### src/rtl/cfgr_pkg.sv
package cfgr_pkg;

    localparam int DATA_W = 32;
    localparam int SZ_W   = 3;
    localparam int OFS_W  = 8;

    typedef enum logic [1:0] {
        ACC_RD_FWD  = 2'd0,
        ACC_WR_FWD  = 2'd1,
        ACC_RD_FILL = 2'd2,
        ACC_REJECT  = 2'd3
    } acc_kind_e;

    typedef struct packed {
        logic              err;
        logic [DATA_W-1:0] data;
    } cfg_rsp_t;

    function automatic logic size_ok(input logic [SZ_W-1:0] sz);
        return (sz == 3'd1) || (sz == 3'd2) || (sz == 3'd4);
    endfunction

    function automatic logic [DATA_W-1:0] size_mask(input logic [SZ_W-1:0] sz);
        case (sz)
            3'd1:    return 32'h0000_00FF;
            3'd2:    return 32'h0000_FFFF;
            default: return 32'hFFFF_FFFF;
        endcase
    endfunction

endpackage

### src/rtl/cfgr_decode.sv
module cfgr_decode
    import cfgr_pkg::*;
#(
    parameter int                 ADDR_W    = 32,
    parameter logic [ADDR_W-1:0]  BASE      = '0,
    parameter logic [ADDR_W-1:0]  WIN_BYTES = ADDR_W'(24'hFFFFFF),
    parameter int                 N_DEV     = 32,
    parameter int                 N_FUNC    = 8,
    localparam int                FN_W      = $clog2(N_FUNC),
    localparam int                DEV_W     = $clog2(N_DEV),
    localparam int                IDX_W     = DEV_W + FN_W,
    localparam int                N_SLOT    = N_DEV * N_FUNC
) (
    input  logic [ADDR_W-1:0] addr,
    input  logic [SZ_W-1:0]   size,
    input  logic              write,
    input  logic [N_SLOT-1:0] present,
    output acc_kind_e         kind,
    output logic [IDX_W-1:0]  idx,
    output logic [OFS_W-1:0]  ofs
);
    logic [ADDR_W-1:0] rel;
    logic              in_win;
    logic              filled;

    always_comb begin
        rel    = addr - BASE;
        in_win = (addr >= BASE) && (rel < WIN_BYTES);
        idx    = {rel[OFS_W+FN_W +: DEV_W], rel[OFS_W +: FN_W]};
        ofs    = rel[OFS_W-1:0];
        filled = present[idx];
        if (!in_win || !size_ok(size))
            kind = ACC_REJECT;
        else if (write)
            kind = filled ? ACC_WR_FWD : ACC_REJECT;
        else
            kind = filled ? ACC_RD_FWD : ACC_RD_FILL;
    end
endmodule

### src/rtl/cfgr_timer.sv
module cfgr_timer #(
    parameter int  LATENCY = 2,
    localparam int CNT_W   = (LATENCY < 1) ? 1 : $clog2(LATENCY + 1)
) (
    input  logic clk,
    input  logic rst,
    input  logic start,
    output logic busy,
    output logic done
);
    logic [CNT_W-1:0] cnt;

    assign done = busy && (cnt == CNT_W'(LATENCY));

    always_ff @(posedge clk) begin
        if (rst) begin
            busy <= 1'b0;
            cnt  <= '0;
        end else if (start && !busy) begin
            busy <= 1'b1;
            cnt  <= '0;
        end else if (busy) begin
            if (done) busy <= 1'b0;
            else      cnt  <= cnt + 1'b1;
        end
    end

    assert_done_pulse_R9: assert property (@(posedge clk) disable iff (rst)
        done |=> !done);
    assert_cnt_range_R9: assert property (@(posedge clk) disable iff (rst)
        busy |-> (cnt <= CNT_W'(LATENCY)));
    assert_start_arms_R9: assert property (@(posedge clk) disable iff (rst)
        (start && !busy) |=> (busy && cnt == '0));
endmodule

### src/rtl/cfgr_resp.sv
module cfgr_resp
    import cfgr_pkg::*;
(
    input  logic              clk,
    input  logic              rst,
    input  logic              capture,
    input  acc_kind_e         kind,
    input  logic [SZ_W-1:0]   size,
    input  logic [DATA_W-1:0] slot_rdata,
    output cfg_rsp_t          rsp
);
    cfg_rsp_t nxt;

    always_comb begin
        nxt = '0;
        case (kind)
            ACC_RD_FWD:  nxt.data = slot_rdata & size_mask(size);
            ACC_RD_FILL: nxt.data = size_mask(size);
            ACC_REJECT:  nxt.err  = 1'b1;
            default:     nxt      = '0;
        endcase
    end

    always_ff @(posedge clk) begin
        if (rst)          rsp <= '0;
        else if (capture) rsp <= nxt;
    end

    assert_err_no_data_R3: assert property (@(posedge clk) disable iff (rst)
        rsp.err |-> (rsp.data == '0));
endmodule

### src/rtl/cfg_router.sv
module cfg_router
    import cfgr_pkg::*;
#(
    parameter int                 ADDR_W    = 32,
    parameter logic [ADDR_W-1:0]  BASE      = '0,
    parameter logic [ADDR_W-1:0]  WIN_BYTES = ADDR_W'(24'hFFFFFF),
    parameter int                 N_DEV     = 32,
    parameter int                 N_FUNC    = 8,
    parameter int                 LATENCY   = 2,
    localparam int                IDX_W     = $clog2(N_DEV) + $clog2(N_FUNC),
    localparam int                N_SLOT    = N_DEV * N_FUNC
) (
    input  logic              clk,
    input  logic              rst,
    input  logic              req_valid,
    output logic              req_ready,
    input  logic [ADDR_W-1:0] req_addr,
    input  logic [2:0]        req_size,
    input  logic              req_write,
    input  logic [31:0]       req_wdata,
    output logic [31:0]       rsp_rdata,
    output logic              rsp_err,
    output logic              slot_en,
    output logic [IDX_W-1:0]  slot_idx,
    output logic [7:0]        slot_offset,
    output logic [2:0]        slot_size,
    output logic              slot_we,
    output logic [31:0]       slot_wdata,
    input  logic [N_SLOT-1:0] slot_present,
    input  logic [31:0]       slot_rdata
);
    acc_kind_e        kind;
    logic             busy;
    logic             start;
    cfg_rsp_t         rsp;
    logic [SZ_W-1:0]  size_q;

    cfgr_decode #(
        .ADDR_W(ADDR_W), .BASE(BASE), .WIN_BYTES(WIN_BYTES),
        .N_DEV(N_DEV), .N_FUNC(N_FUNC)
    ) u_decode (
        .addr(req_addr), .size(req_size), .write(req_write),
        .present(slot_present), .kind(kind), .idx(slot_idx), .ofs(slot_offset)
    );

    assign start = req_valid && !busy;

    cfgr_timer #(.LATENCY(LATENCY)) u_timer (
        .clk(clk), .rst(rst), .start(start), .busy(busy), .done(req_ready)
    );

    cfgr_resp u_resp (
        .clk(clk), .rst(rst), .capture(start), .kind(kind),
        .size(req_size), .slot_rdata(slot_rdata), .rsp(rsp)
    );

    always_comb begin
        slot_en    = start && (kind == ACC_RD_FWD || kind == ACC_WR_FWD);
        slot_we    = start && (kind == ACC_WR_FWD);
        slot_size  = req_size;
        slot_wdata = req_wdata;
        rsp_rdata  = rsp.data;
        rsp_err    = rsp.err;
    end

    always_ff @(posedge clk) begin
        if (rst)        size_q <= '0;
        else if (start) size_q <= req_size;
    end

    assert_reset_quiet_R1: assert property (@(posedge clk) disable iff (rst)
        $past(rst) |-> !req_ready);
    assert_no_issue_busy_R10: assert property (@(posedge clk) disable iff (rst)
        busy |-> !slot_en);
    assert_wr_only_present_R7: assert property (@(posedge clk) disable iff (rst)
        (slot_en && slot_we) |-> slot_present[slot_idx]);
    assert_bad_size_silent_R4: assert property (@(posedge clk) disable iff (rst)
        (req_valid && !busy && !size_ok(req_size)) |-> !slot_en);
    assert_byte_width_R5: assert property (@(posedge clk) disable iff (rst)
        (req_ready && !rsp_err && size_q == 3'd1) |-> (rsp_rdata[31:8] == '0));
    assert_half_width_R5: assert property (@(posedge clk) disable iff (rst)
        (req_ready && !rsp_err && size_q == 3'd2) |-> (rsp_rdata[31:16] == '0));
endmodule

### config.mk
export PLATFORM = sky130hd
export DESIGN_NAME = cfg_router
export DESIGN_NICKNAME = d
export VERILOG_FILES = /design/src/rtl/cfgr_pkg.sv /design/src/rtl/cfgr_decode.sv /design/src/rtl/cfgr_timer.sv /design/src/rtl/cfgr_resp.sv /design/src/rtl/cfg_router.sv
export SDC_FILE = /design/constraint.sdc
export NUM_CORES = 1
export LEC_CHECK = 0
export CAP_MARGIN = 25
export CORE_AREA = 8 8 168 170
export DETAILED_ROUTE_END_ITERATION = 10
export DIE_AREA = 0 0 176 178
export GPL_TIMING_DRIVEN = 0
export SYNTH_ARGS = -nofsm -noshare
export SYNTH_HDL_FRONTEND = slang
export SYNTH_SLANG_ARGS = --single-unit
### constraint.sdc
create_clock -name clk -period 3.7 [get_ports clk]
set_input_delay 0.555 -clock clk [delete_from_list [all_inputs] [get_ports clk]]
set_output_delay 0.555 -clock clk [all_outputs]
set_load 0.01 [all_outputs]
# After elaboration in Yosys (flattened, before gate mapping)
# Cells that the tools add are included.
classes:
  n_addsub: 1
  n_mux: 13
  n_eq_ne: 7
  n_lt_le_gt_ge: 3
  bitwise: 2
  reduce_logical: 16
op_table:
  columns: ["operator", "count"]
  rows:
  - ["one-hot mux 32 bit (2 select lines)", 2]
  - ["bitwise AND 32 bit", 1]
  - ["greater-or-equal comparator 32 x 1 -> 1 bit, second input constant", 1]
  - ["< comparator 32 x 24 -> 1 bit, second input constant", 1]
  - ["two-way mux 32 bit", 1]
  - ["< comparator 8 x 9 -> 1 bit, second input constant", 1]
  - ["binary-select mux 1 bit (select 8 bit)", 1]
  - ["two-way mux 2 bit", 4]
  - ["equality test 2 bit, second input constant", 3]
  - ["logical AND 1 bit", 6]
  - ["two-way mux 1 bit", 5]
  - ["logical OR 1 bit", 4]
  - ["equality test 3 x 1 -> 1 bit, second input constant", 1]
  - ["equality test 3 x 2 -> 1 bit, second input constant", 1]
  - ["equality test 3 bit, second input constant", 1]
  - ["logical NOT 1 bit", 3]
  - ["adder 2 x 1 -> 2 bit, second input constant", 1]
  - ["equality test 2 x 1 -> 1 bit, second input constant", 1]
  - ["logical NOT 2 bit", 1]
  - ["AND reduction 2 bit", 1]
  - ["OR reduction 2 bit", 1]
  - ["inverter 1 bit", 1]
word_totals:
  out_inout_bits: 87
  ff_bits: 36
  input_bits: 359
  wordCells: 46

# Longest topological paths before layout
logic_depth:
  word_depth: 10
  mapped_depth: 13
  depth_no_buf: 7

# Hierarchy
# From an unflattened synthesis, not the netlist that was laid out.
hier_totals:
  hier_cells: 414
  area_unflattened_um2: 4162.7
modules_own_cells:
  columns: ["mod", "cells_per_inst", "seq_area_each_um2", "n_inst", "area_per_inst_um2"]
  rows:
  - ["cfgr_decode", 212, 0.0, 1, 2458.6]
  - ["cfgr_resp", 149, 660.6, 1, 1282.5]
  - ["cfg_router", 38, 0.0, 1, 291.5]
  - ["cfgr_timer", 15, 60.1, 1, 130.1]

# Worst setup path after synthesis
# No wires, ideal clock.
synth_timing:
  path_kind: "in2out"
  startpoint: "input req_addr[8]"
  endpoint: "output slot_we"
  slack_ns: 0.486
  cell_stages: 11
  t_required_ns: 3.145
  path_buffers: 4
  arrival_ns: 2.659
  path_cell_list: "buf_6 buf_12 buf_8 buf_8 and2b_4 a22oi_1 o221ai_1 a22oi_1 a31oi_1 or2_1 a2111oi_2"
synth_between:
  elab_chain_len: 7
  elab_cells_between_ends: 13
  cone_classes: "order compare: 2; eq/ne: 1; mux: 6; reduce/logical: 4"
synth_rtl:
  columns: ["item", "line", "source"]
  rows:
  - ["from (decl)", "cfg_router.sv:17", "input logic [ADDR_W-1:0] req_addr,"]
  - ["binary-select mux 1 bit (select 8 bit), or another cell as far along", "cfgr_decode.sv:31", "filled = present[idx];"]
  - ["two-way mux 1 bit (implied by the code) / logical AND 1 bit (equally long branches)", "cfgr_decode.sv:31, cfgr_decode.sv:28", null]
  - ["two-way mux 2 bit, or another cell as far along", "cfgr_decode.sv:37", "kind = filled ? ACC_RD_FWD : ACC_RD_FILL;"]
  - ["two-way mux 2 bit / logical OR 1 bit (equally long branches)", "cfgr_decode.sv:34, cfgr_decode.sv:32", null]
  - ["two-way mux 2 bit (*)", "cfgr_decode.sv:32", "if (!in_win || !size_ok(size))"]
  - ["equality test 2 x 1 -> 1 bit (*)", "cfg_router.sv:59", "slot_we = start && (kind == ACC_WR_FWD);"]
  - ["logical AND 1 bit (*)", "cfg_router.sv:59", null]
  - ["to (decl)", "cfg_router.sv:27", "output logic slot_we,"]
# Every way passes the cells marked *; elsewhere a longest branch is shown, timed or not. The select of a mux whose other input is x is not followed.

# Worst setup path after layout
# Ends and elaborated chain as after synthesis.

==> out/results.ini <==
[sta]
tns_ns=0
worst_pin_slew_ns=0.624
slew_headroom_pct=58.4
finalCritPeriodShare_pct=96.8
maxSlewViolCount=0
period_needed_ns=3.58
finalSetupViolCount=0
hold_violations=0
fmax_mhz=279
clock_skew_ns=0.00401
hold_slack_ns=0.487
setup_ws_ns=0.118
grt_setup_unrepaired=false

[grt]
grt_pass1_wl_um=37600
grt_max_degree=13
grt-ovfl-total=0
antenna_found_initial=2
grt.total_usage_pct=16.0
grt_pass1_vias=5923

[power]
p_sw_share_pct=26.4
clkPwrFrac_pct=27.7
internal_power_mw=1.28
p_leak_nw=3.68
cellPowerDensity_nw_per_um2=186
max-vdd-ir-drop_uv=221
power_frac_comb_pct=49.7
p_switching_mw=0.459
pwr-share-seq_pct=22.6

[cts]
tritoncts=yes
clk_latency_ns=0.28
hold_buffers=0
cts_root_buf=clkbuf_16
htree_levels=2
clockBufferDepth=2
cts_made_buffers=5
cts_sinks=36
clk_pin_slew_ns=0.05

[setup_path]
worstPathArrival_ns=3.03
cp_max_fo=10
timing.critical_path.mode_cell=buf_12
cp_slowest_cell=or4_4
path_buf_inv=5
cp_data_required_time_ns=3.14
end_kind=primary output
cp-start-kind=input port
cp_top_family=simple AND/OR/NAND/NOR gates
worstPathCellList=buf_6, buf_12, buf_12, buf_12, nand2_4, o22ai_2, a211oi_2, or4_4, o31a_4, or2_1, a2111oi_2, buf_2
slowest_delay_ns=0.55
worstSetupPathType=input port to primary output

[finish]
drive_gt1_share_pct=22.7
multiInputGateArea_um2=3100
nets=1218
area_growth_pct=112
stdcell_count=1194
final_area_um2=9340
antenna_cells=0
fill_cells=2607
regArea_um2=721

[die]
num_io_pins=446
die_x_um=176
die_h_um=178
initial_core_util_pct=17.2
fp.dieArea_um2=31300
rows=59
coreArea_um2=25600

[routing]
wl_um=27000
wl_per_cell_um=22.6
first_iter_violations=221
ant_nets=0
first_pass_iters=4
route.vias.total=5364
drc=0
viasPerCell=4.49

[synth]
synth_nets=784
ys_warn_count=0
ys_async_sr_fraction_pct=0
synth_area_um2=4410
synth_area_leader_cell=mux4_2
post_synth_num_cell_types=65
syn-mean-instance-area_um2=10.4
synthCells=424
synth_flop_cell=dfxtp_1
yosysSeqAreaShare_pct=16.3
synth_seq_cells=36
synth_edf_count=0
synth_top_area_share_pct=17.3
ys_top_cells_by_area=mux4_2 (17%), dfxtp_1 (16%), buf_4 (9.0%), mux4_1 (7.7%), a22oi_1 (7.3%)

[place]
io_buffers=411
pre_cts_ws_ns=-0.981
dp_hpwl_um=23800
place_congestion=0.758
dp_cells=1170
post_dp_cell_area_um2=8950

[job]
cap_violations=0

[run_status]
status=complete, no violations

[worst_hold_path]
worst_hold_path_type=flip-flop to flip-flop

## sequential cells by signal (all words and copies together), names as in the netlist
register / flops
u_resp.rsp: 33
u_timer.busy: 1
u_timer.cnt: 2
## worst min-delay path, stage by stage (launching register included)
cell     delay (ns)
dfxtp_1        0.32
a22oi_1        0.08
nand3_1        0.06
## path summary, 6_finish.rpt
kind	slack, ns	cells after the start	endpoint	from
worst max-delay path	0.12	12	slot_we	req_addr[8]
worst min-delay path	0.49	2	u_resp.rsp[27]$_SDFFE_PP0P_	u_resp.rsp[27]$_SDFFE_PP0P_
worst max register to register	1.49	6	u_resp.rsp[14]$_SDFFE_PP0P_	u_timer.busy$_SDFF_PP0_
worst min register to register	0.49	2	u_resp.rsp[27]$_SDFFE_PP0P_	u_resp.rsp[27]$_SDFFE_PP0P_
## power groups by stage
stage                     registers, mW  logic [mW]  clock network [mW]
final                             0.394       0.865               0.482
after global routing              0.394       0.922               0.510
after CTS                         0.394       0.861               0.496
after detailed placement          0.403       0.842                   0
after global placement            0.403       0.837                   0
after floorplan                   0.403       0.328                   0
## synthesized netlist by cell type, drive strengths merged, types with 2 or more instances
master        n
mux2i        23
xnor2         2
and2          3
or2           2
o31a          2
inv           6
o221ai        7
a211oi        7
a22o          2
o22ai         4
clkbuf        6
a22oi        45
o211ai        4
nand3        39
o311ai        2
dlygate4sd3   2
mux2         15
nand2b        8
nor2         17
nand2         9
nor2b        10
and3          3
dfxtp        36
o21ai        11
nor3          7
mux4         47
nand4         5
a2111oi       4
buf          76
and4b         2
nor4          3
## metal layers
layer  share of wire (%)  wire (µm)  GRT usage, %
met1                  38      10300          17.9
met2                  52      14100          29.9
met3                 8.0       2160          4.53
met4                 1.3        337          3.14
met5               0.063         17             0
## cells in the final DEF, fill, tap and decap left out, types with 7 or more instances in the layout
cell type | synthesis | layout
mux2_2 | 15 | 15
mux4_1 | 13 | 13
nand2b_1 | 8 | 8
buf_4 | 53 | 70
nand3_1 | 28 | 28
o221ai_1 | 7 | 7
mux2i_1 | 23 | 23
nor2_1 | 16 | 14
buf_2 | 9 | 8
mux4_2 | 34 | 34
clkdlybuf4s50_1 | 0 | 404
dfxtp_1 | 36 | 36
nand3_2 | 11 | 11
nor2b_1 | 10 | 8
nand2_1 | 8 | 8
buf_6 | 9 | 11
a22oi_1 | 43 | 41
## metrics by stage
step | power (mW) | util (%)
after detailed placement | 1.25 | 34.9
after floorplan | 0.731 | -
final | 1.74 | 36.5
after global routing | 1.83 | 36.5
after CTS | 1.75 | 35.9
after global placement | 1.24 | 34.9
## final cells by class
type	count	area share, %
Timing Repair Buffer	427	45.1
Multi-Input combinational cell	298	33.2
Sequential cell	36	7.72
Buffer	84	7.41
Tap cell	335	4.49
Clock buffer	5	1.34
Clock inverter	3	0.456
Inverter	6	0.241
## cells by family after synthesis
group / share of synthesized area (%)
multiplexers: 34.1
AND/OR/NAND/NOR: 15.1
XOR/XNOR: 0.595
flip-flops: 16.3
buffers and inverters: 15.5
adder cells (fa/ha/maj): 0.283
AO/OA/AOI/OAI: 18.1
## repair_timing
item,4_1_cts,5_1_grt
setup buffers,1,15
endpoints found under the hold margin,0,0
gates resized for setup,37,12
pin swaps,4,1
endpoints found under the setup margin,2,2
(Power assumes the default switching activity.)
